--- config.mk ---
export PLATFORM = sky130hd
export DESIGN_NAME = irq_agg_ctrl
export DESIGN_NICKNAME = d
export VERILOG_FILES = /design/src/rtl/irq_agg_pkg.sv /design/src/rtl/irq_line_bank.sv /design/src/rtl/irq_mask_reg.sv /design/src/rtl/irq_event_counters.sv /design/src/rtl/irq_popcount.sv /design/src/rtl/irq_agg_ctrl.sv
export SDC_FILE = /design/constraint.sdc
export NUM_CORES = 2
export LEC_CHECK = 0
export ABC_AREA = 1
export ABC_CLOCK_PERIOD_IN_PS = 8600
export BUFFER_PORTS_ARGS = -buffer_cell sky130_fd_sc_hd__buf_2
export CAP_MARGIN = 20
export CORE_ASPECT_RATIO = 1.2
export CORE_UTILIZATION = 53
export CTS_BUF_LIST = sky130_fd_sc_hd__clkbuf_16
export DETAILED_ROUTE_END_ITERATION = 10
export GPL_ROUTABILITY_DRIVEN = 0
export PLACE_DENSITY = 0.69
export SETUP_SLACK_MARGIN = 0.5
export SLEW_MARGIN = 20
export SYNTH_ARGS = -nofsm -noshare
export SYNTH_HDL_FRONTEND = slang
export SYNTH_SLANG_ARGS = --single-unit
--- constraint.sdc ---
create_clock -name clk -period 8.6 [get_ports clk]
set_clock_uncertainty 0.05 [all_clocks]
set_input_delay 0.86 -clock clk [delete_from_list [all_inputs] [get_ports clk]]
set_output_delay 0.86 -clock clk [all_outputs]
set_load 0.01 [all_outputs]
--- src/rtl/irq_agg_pkg.sv ---
package irq_agg_pkg;
  // Word indices inside the register window (byte offset / 4).
  localparam int unsigned WORD_STATUS  = 0;
  localparam int unsigned WORD_ACTIVE  = 1;
  localparam int unsigned WORD_KILL    = 2;
  localparam int unsigned WORD_MASKCLR = 3;
  localparam int unsigned WORD_MASKSET = 4;
  // Window of 0x24 bytes holds nine words.
  localparam int unsigned WINDOW_WORDS = 9;

  typedef enum logic [2:0] {
    OP_NONE,
    OP_KILL,
    OP_MASKCLR,
    OP_MASKSET
  } wr_op_e;
endpackage

--- src/rtl/irq_line_bank.sv ---
module irq_line_bank #(
  parameter int unsigned N_LINES = 32
) (
  input  logic               clk,
  input  logic               rst_n,
  input  logic [N_LINES-1:0] req_i,
  input  logic               wipe_i,
  output logic [N_LINES-1:0] pend_o,
  output logic [N_LINES-1:0] rise_o
);
  logic [N_LINES-1:0] prev_q;

  genvar g;
  generate
    for (g = 0; g < N_LINES; g++) begin : g_line
      always_ff @(posedge clk) begin
        if (!rst_n) begin
          pend_o[g] <= 1'b0;
          prev_q[g] <= 1'b0;
        end else begin
          pend_o[g] <= wipe_i ? 1'b0 : req_i[g];
          prev_q[g] <= req_i[g];
        end
      end
      assign rise_o[g] = req_i[g] & ~prev_q[g];
    end
  endgenerate
endmodule

--- src/rtl/irq_mask_reg.sv ---
module irq_mask_reg #(
  parameter int unsigned N_LINES = 32
) (
  input  logic               clk,
  input  logic               rst_n,
  input  irq_agg_pkg::wr_op_e op_i,
  input  logic [N_LINES-1:0] data_i,
  output logic [N_LINES-1:0] en_o
);
  import irq_agg_pkg::*;

  logic [N_LINES-1:0] en_d;

  always_comb begin
    en_d = en_o;
    unique case (op_i)
      OP_KILL:    en_d = '0;
      OP_MASKCLR: en_d = en_o & ~data_i;
      OP_MASKSET: en_d = en_o | data_i;
      default:    en_d = en_o;
    endcase
  end

  always_ff @(posedge clk) begin
    if (!rst_n) en_o <= '0;
    else        en_o <= en_d;
  end
endmodule

--- src/rtl/irq_event_counters.sv ---
module irq_event_counters #(
  parameter int unsigned N_LINES = 32,
  parameter int unsigned CNT_W   = 32,
  localparam int unsigned IDX_W  = (N_LINES > 1) ? $clog2(N_LINES) : 1
) (
  input  logic               clk,
  input  logic               rst_n,
  input  logic [N_LINES-1:0] rise_i,
  input  logic [IDX_W-1:0]   idx_i,
  output logic [CNT_W-1:0]   cnt_o
);
  localparam logic [CNT_W-1:0] CNT_MAX = '1;

  logic [N_LINES-1:0][CNT_W-1:0] cnt_q;

  genvar g;
  generate
    for (g = 0; g < N_LINES; g++) begin : g_cnt
      always_ff @(posedge clk) begin
        if (!rst_n)
          cnt_q[g] <= '0;
        else if (rise_i[g] && (cnt_q[g] != CNT_MAX))
          cnt_q[g] <= cnt_q[g] + 1'b1;
      end
    end
  endgenerate

  always_ff @(posedge clk) begin
    if (!rst_n) cnt_o <= '0;
    else        cnt_o <= (32'(idx_i) < N_LINES) ? cnt_q[idx_i] : '0;
  end
endmodule

--- src/rtl/irq_popcount.sv ---
module irq_popcount #(
  parameter int unsigned N_LINES = 32,
  localparam int unsigned OUT_W  = $clog2(N_LINES + 1)
) (
  input  logic [N_LINES-1:0] vec_i,
  output logic [OUT_W-1:0]   cnt_o
);
  always_comb begin
    cnt_o = '0;
    for (int i = 0; i < N_LINES; i++)
      cnt_o = cnt_o + OUT_W'(vec_i[i]);
  end
endmodule

--- src/rtl/irq_agg_ctrl.sv ---
module irq_agg_ctrl #(
  parameter int unsigned N_LINES = 32,
  parameter int unsigned DATA_W  = 32,
  parameter int unsigned ADDR_W  = 6,
  parameter int unsigned CNT_W   = 32,
  localparam int unsigned IDX_W  = (N_LINES > 1) ? $clog2(N_LINES) : 1,
  localparam int unsigned POP_W  = $clog2(N_LINES + 1)
) (
  input  logic               clk,
  input  logic               rst_n,
  input  logic [N_LINES-1:0] irq_req,
  output logic               irq_out,
  input  logic               bus_sel,
  input  logic               bus_we,
  input  logic [ADDR_W-1:0]  bus_addr,
  input  logic [DATA_W-1:0]  bus_wdata,
  output logic [DATA_W-1:0]  bus_rdata,
  input  logic [IDX_W-1:0]   dbg_idx,
  output logic [CNT_W-1:0]   dbg_cnt
);
  import irq_agg_pkg::*;

  localparam int unsigned WORD_W = ADDR_W - 2;

  logic [N_LINES-1:0] pend, en, rise, active;
  logic [POP_W-1:0]   active_cnt;
  logic [WORD_W-1:0]  word;
  logic               aligned, in_window, rd_req;
  wr_op_e             op;
  logic [DATA_W-1:0]  rd_val;

  assign word      = bus_addr[ADDR_W-1:2];
  assign aligned   = (bus_addr[1:0] == 2'b00);
  assign in_window = aligned && (32'(word) < WINDOW_WORDS);
  assign rd_req    = bus_sel && !bus_we;

  // Write decode
  always_comb begin
    op = OP_NONE;
    if (bus_sel && bus_we && in_window) begin
      case (32'(word))
        WORD_KILL:    op = OP_KILL;
        WORD_MASKCLR: op = OP_MASKCLR;
        WORD_MASKSET: op = OP_MASKSET;
        default:      op = OP_NONE;
      endcase
    end
  end

  irq_line_bank #(.N_LINES(N_LINES)) u_lines (
    .clk    (clk),
    .rst_n  (rst_n),
    .req_i  (irq_req),
    .wipe_i (op == OP_KILL),
    .pend_o (pend),
    .rise_o (rise)
  );

  irq_mask_reg #(.N_LINES(N_LINES)) u_mask (
    .clk    (clk),
    .rst_n  (rst_n),
    .op_i   (op),
    .data_i (bus_wdata[N_LINES-1:0]),
    .en_o   (en)
  );

  irq_event_counters #(.N_LINES(N_LINES), .CNT_W(CNT_W)) u_cnt (
    .clk    (clk),
    .rst_n  (rst_n),
    .rise_i (rise),
    .idx_i  (dbg_idx),
    .cnt_o  (dbg_cnt)
  );

  assign active = pend & en;

  irq_popcount #(.N_LINES(N_LINES)) u_pop (
    .vec_i (active),
    .cnt_o (active_cnt)
  );

  assign irq_out = |active;

  // Read mux
  always_comb begin
    rd_val = '0;
    if (in_window) begin
      case (32'(word))
        WORD_STATUS: rd_val = DATA_W'(active_cnt);
        WORD_ACTIVE: rd_val = DATA_W'(active);
        default:     rd_val = '0;
      endcase
    end
  end

  always_ff @(posedge clk) begin
    if (!rst_n)      bus_rdata <= '0;
    else if (rd_req) bus_rdata <= rd_val;
  end
endmodule

# [Word-level counts from Yosys, hierarchy flattened]
# Cells that the tools add are included.
[word_totals] memories=0 wordCells=321 output_inout_bits=65 input_bits=79 mem_bits_ro=0 register_bits=1184 latchBits=0 ramBits=0
[op_classes] n_eq_ne=39 bitwise=69 multipliers=0 n_mux=7 div_mod_pow=0 addsub=63 n_lt_le_gt_ge=2 n_reduce_logical=42 shift=0
[op_table] op="32-bit by 1-bit adder with 32-bit output, second input constant" n=32
[op_table] op="32-bit inequality test, second input constant" n=32
[op_table] op="6-bit by 1-bit adder with 6-bit output" n=30
[op_table] op="32-bit binary-select mux with 5-bit select" n=1
[op_table] op="32-bit one-hot mux with 3 select lines" n=1
[op_table] op="32-bit bitwise AND" n=2
[op_table] op="32-bit 2-to-1 mux" n=2
[op_table] op="32-bit one-hot mux with 2 select lines" n=1
[op_table] op="1-bit logical AND" n=36
[op_table] op="1-bit NOT" n=33
[op_table] op="1-bit bitwise AND" n=32
[op_table] op="32-bit NOT" n=1
[op_table] op="32-bit OR" n=1
[op_table] op="32-bit OR reduction" n=1
[op_table] op="4-bit by 2-bit == test with 1-bit output, second input constant" n=2
[op_table] op="5-bit by 6-bit less-than comparator with 1-bit output, second input constant" n=1
[op_table] op="2-bit one-hot mux with 3 select lines" n=1
[op_table] op="2-bit == test, second input constant" n=2
[op_table] op="4-bit by 1-bit == test with 1-bit output, second input constant" n=1
[op_table] op="4-bit by 3-bit == test with 1-bit output, second input constant" n=1
[op_table] op="4-bit logical NOT" n=1
[op_table] op="4-bit less-than comparator, second input constant" n=1
[op_table] op="3-bit nonzero test" n=1
[op_table] op="1-bit by 1-bit adder with 2-bit output" n=1
[op_table] op="5 further kinds" n=5

# [Depth between registers and ports, before layout]
[depth] ltp_word=34 depth_mapped=24

# [By module]
# Synthesis repeated with hierarchy kept, for this count alone.
[hier_totals] hier_cells=14502 hier_area_um2=84178.2
[modules_own_cells] mod="irq_event_counters" seq_area_each_um2=21140.3 instances=1 area_each_um2=77707.0 cells_per_inst=13568
[modules_own_cells] mod="irq_agg_ctrl" seq_area_each_um2=640.6 instances=1 area_each_um2=1989.4 cells_per_inst=348
[modules_own_cells] mod="irq_line_bank" seq_area_each_um2=1281.2 instances=1 area_each_um2=1938.1 cells_per_inst=230
[modules_own_cells] mod="irq_mask_reg" seq_area_each_um2=640.6 instances=1 area_each_um2=1615.3 cells_per_inst=249
[modules_own_cells] mod="irq_popcount" seq_area_each_um2=0.0 instances=1 area_each_um2=928.4 cells_per_inst=107

# [Worst setup path before layout]
# OpenSTA, ideal clock, no wires.
[synth_timing] path_kind="register -> register" start="reg u_mask.en_o[0]" end="reg bus_rdata[4]" arrival_ns=4.840 stages_incl_launch_ff=22 path_buffers=0 path_slack_ns=3.640 cell_sequence="dfxtp_1 nand2_1 inv_1 ha_1 inv_1 fa_1 fa_1 fa_1 fa_1 fa_1 fa_1 inv_1 fa_1 inv_1 fa_1 o21ai_0 nand2_1 nand2_1 nand2_1 nand3_1 nand2_1 a21oi_1"
[synth_via] elab_chain_cells=34
[synth_lines] item="from (decl)" line_no="irq_mask_reg.sv:8" source="output logic [N_LINES-1:0] en_o"
[synth_lines] item="from (signal assigned)" line_no="irq_mask_reg.sv:26" source="else en_o <= en_d;"
[synth_lines] item="32-bit bitwise AND" line_no="irq_agg_ctrl.sv:75" source="assign active = pend & en;"
[synth_lines] item="1-bit by 1-bit adder with 2-bit output" line_no="irq_popcount.sv:11" source="cnt_o = cnt_o + OUT_W'(vec_i[i]);"
[synth_lines] item="6-bit by 1-bit adder with 6-bit output (30 in a row)" line_no="irq_popcount.sv:11"
[synth_lines] item="32-bit one-hot mux with 2 select lines" line_no="irq_agg_ctrl.sv:88" source="case (32'(word))"
[synth_lines] item="32-bit 2-to-1 mux" line_no="irq_agg_ctrl.sv:87" source="if (in_window) begin"
[synth_lines] item="to (signal assigned)" line_no="irq_agg_ctrl.sv:98" source="else if (rd_req) bus_rdata <= rd_val;"
[synth_lines] item="to (decl)" line_no="irq_agg_ctrl.sv:17" source="output logic [DATA_W-1:0] bus_rdata,"
# Every way passes these cells.
# A chain may end at the register's enable or synchronous reset.

# [Final worst setup path]
# Ends and elaborated chain as after synthesis.

==> results.py <==
metrics = {
    "timing": {
        "layout_min_cycle_time_ps": 5370,
        "drv_slew": 0,
        "hold_viol": 0,
        "worst_pin_slew_ps": 1120,
        "finalSetupViolations": 0,
        "rsz0062_at_grt": "false",
        "whs_ps": 205,
        "finalSetupTns_ps": 0,
        "finalCritPeriodShare_pct": 62.4,
        "max_freq_ghz": 0.186,
        "maxSlewHeadroom_pct": 25.4,
    },
    "drt": {
        "vias": 90500,
        "dr.pass1.iters": 9,
        "wl_per_cell_microns": 17.7,
        "drt-total-wl_microns": 289000,
        "route.detailed.vias_per_inst": 5.53,
        "antenna_left": 0,
        "drc": 0,
        "drt-initial-drc-count": 8799,
    },
    "synthesis": {
        "synthesis.nets": 14500,
        "ys.flop_type": "dfxtp_1",
        "synth_cells": 14400,
        "synth_common_cells": "nand2_1 (5824), nor2_1 (2233), nand3_1 (1274), dfxtp_1 (1184), inv_1 (1064)",
        "yosys-top-cells-area": "dfxtp_1 (29%), nand2_1 (26%), nor2_1 (10%), nand3_1 (7.7%), a21oi_1 (4.9%)",
        "synth_edf_count": 0,
        "yosysMostFrequentCell": "nand2_1",
        "yosysSeqAreaShare_pct": 28.6,
        "synth_top_area_share_pct": 28.6,
        "ys_types": 39,
        "yosysTopAreaCell": "dfxtp_1",
        "postSynthAreaPerCell_sq_um": 5.77,
        "syn_area_sq_um": 82800,
        "ys_ff_latch": 1184,
        "yosysWarnings": 0,
        "postSynth.asyncResetShare_pct": 0,
    },
    "cts": {
        "cts_root_buf": "clkbuf_16",
        "clkLatencyLatePin_ps": 840,
        "h-tree-depth": 4,
        "cts.path.max_buffers": 3,
        "path_clk_slew_ps": 70,
        "cts_hold_buf": 0,
        "cts_resized": 0,
        "cts_num_sinks": 1184,
        "cts_buffers": 139,
        "cts_tree": "yes",
        "cts_setup_buffers": 0,
    },
    "power": {
        "ir_worst_vdd_uv": 211,
        "cellLeakagePower_nw": 31.9,
        "clkPwrFrac_pct": 47.7,
        "p_seq_share_pct": 44.2,
        "combPwrFrac_pct": 8.1,
        "power_density_nw_per_um2": 144,
        "p_int_mw": 9.18,
        "swShare_pct": 27.7,
        "power.switching_mw": 3.52,
    },
    "floorplan": {
        "die_x_microns": 363,
        "die_y_microns": 435,
        "die-area_sq_um": 158000,
        "rows": 158,
        "io-pin-count": 144,
        "core_area_sq_um": 155000,
        "start_util_pct": 53.5,
    },
    "place": {
        "dp.final_hpwl_microns": 214000,
        "io_buffers": 143,
        "place_area_sq_um": 83700,
    },
    "grt": {
        "antenna_found_initial": 11,
        "overflow": 0,
        "grt_max_degree": 186,
        "first_global_vias": 82700,
        "grt_pass1_wl_microns": 450000,
        "grt_usage_pct": 35.5,
    },
    "layout": {
        "final_nets": 14300,
        "syn2layout_area_growth_pct": 6.59,
        "postLayoutCoreUtil_pct": 57.0,
        "finish.instance_area_sq_um": 88200,
        "drive_gt1_share_pct": 6.15,
    },
    "setup_path": {
        "path_class": "reg2reg",
        "cp-start-kind": "flip-flop",
        "worst-endpoint-required_ps": 9290,
        "r2r_slack_ps": 3230,
        "critPathMaxFanout": 3,
        "timing.critical_path.arrival_ps": 6060,
        "endpoint_kind": "flip-flop",
    },
    "run_status": {
        "status": "finished, final reports clean",
    },
    "run": {
        "drv_cap": 0,
    },
    "worst_hold_path": {
        "hold_class": "in2reg",
    },
}
through the flow:
| step | worst slack [ps] | power (mW) | std cells |
|---|---|---|---|
| after floorplan | 3640 | 6.40 | 14400 |
| after global placement | 3220 | 6.72 | 16100 |
| after detailed placement | 3300 | 6.73 | 16100 |
| after CTS | 3260 | 12.7 | 16400 |
| after global routing | 2970 | 13.1 | 16400 |
| final | 3230 | 12.7 | 16400 |
flip-flops by register name (all words and copies together), names as in the netlist:
| name | flops |
|---|---|
| u_lines.prev_q | 32 |
| u_cnt.cnt_o | 32 |
| u_mask.en_o | 32 |
| u_cnt.cnt_q | 1024 |
| u_lines.pend_o | 32 |
| bus_rdata | 32 |
power groups by stage:
stage,combinational [mW],clock (mW),sequential (mW)
finish,1.03,6.06,5.61
global route,1.10,6.35,5.61
CTS,1.00,6.12,5.61
detailed placement,0.999,0,5.73
global placement,0.993,0,5.73
floorplan,0.692,0,5.71
worst max-delay path, stage by stage, from the launching register on:
cell and delay (ps):
dfxtp_1 310, nand2_1 100, inv_1 60, ha_1 280, inv_1 50, fa_1 510, fa_1 600, fa_1 450
fa_1 500, fa_1 550, fa_1 420, inv_1 90, fa_1 190, inv_1 60, fa_1 390, o21ai_0 220
nand2_1 100, nand2_1 80, nand2_1 50, nand3_1 80, nand2_1 50, a21oi_1 110
per-layer routing:
metal / GRT usage (%) / share of wire, % / wire length [microns] / vias to the layer above
li1: - / - / - / 44500
met1: 42.9 / 39 / 113000 / 41300
met2: 56.4 / 45 / 130000 / 3801
met3: 6.90 / 8.2 / 23700 / 928
met4: 25.2 / 7.8 / 22500 / 4
met5: 0 / 0.051 / 148 / -
path summary, 6_finish.rpt:
path,start,endpoint,cells after the start
worst min-delay path,irq_req[3],u_lines.prev_q[3],3
worst min register to register,bus_rdata[12],bus_rdata[12],2
worst max-delay path,u_mask.en_o[0],bus_rdata[4],21
worst max register to register,u_mask.en_o[0],bus_rdata[4],21
kinds of logic after synthesis:
| group | after synthesis | share of synthesized area [%] |
|---|---|---|
| buf+inv | 1606 | 8.49 |
| xor+xnor | 420 | 4.44 |
| flops | 1184 | 28.6 |
| compound gates | 1179 | 7.66 |
| simple gates | 9899 | 49.6 |
| fa+ha+maj | 65 | 1.20 |
cells in the final DEF (no fill, tap or decap), types with 24 or more instances in the layout:
cell       instances
nor2_1          2231
buf_2            139
xnor2_1          150
nor2_4            66
o21ai_0          248
dfxtp_1         1184
xor2_1           270
inv_1           1082
nand2_2          143
fa_1              24
nor3_1            36
nand2_1         5824
inv_2             24
clkbuf_16        140
nand3_1         1273
clkinv_1          25
ha_1              41
a21oi_1          811
a21oi_2          107
clkinv_2          25
nand4_1          166
nand2_4           41
nor2_2            70
final cells by class:
| cell class | count | area [sq um] |
|---|---|---|
| timing repair buffer | 175 | 1130 |
| clock buffer | 140 | 3500 |
| tap | 2080 | 2600 |
| inverter | 1104 | 4200 |
| fill | 15900 | 66600 |
| antenna | 8 | 20.0 |
| clock inverter | 108 | 1010 |
| sequential | 1184 | 23700 |
| multi-input combinational | 11600 | 52100 |
No activity file was read; power rests on OpenSTA's default activity.
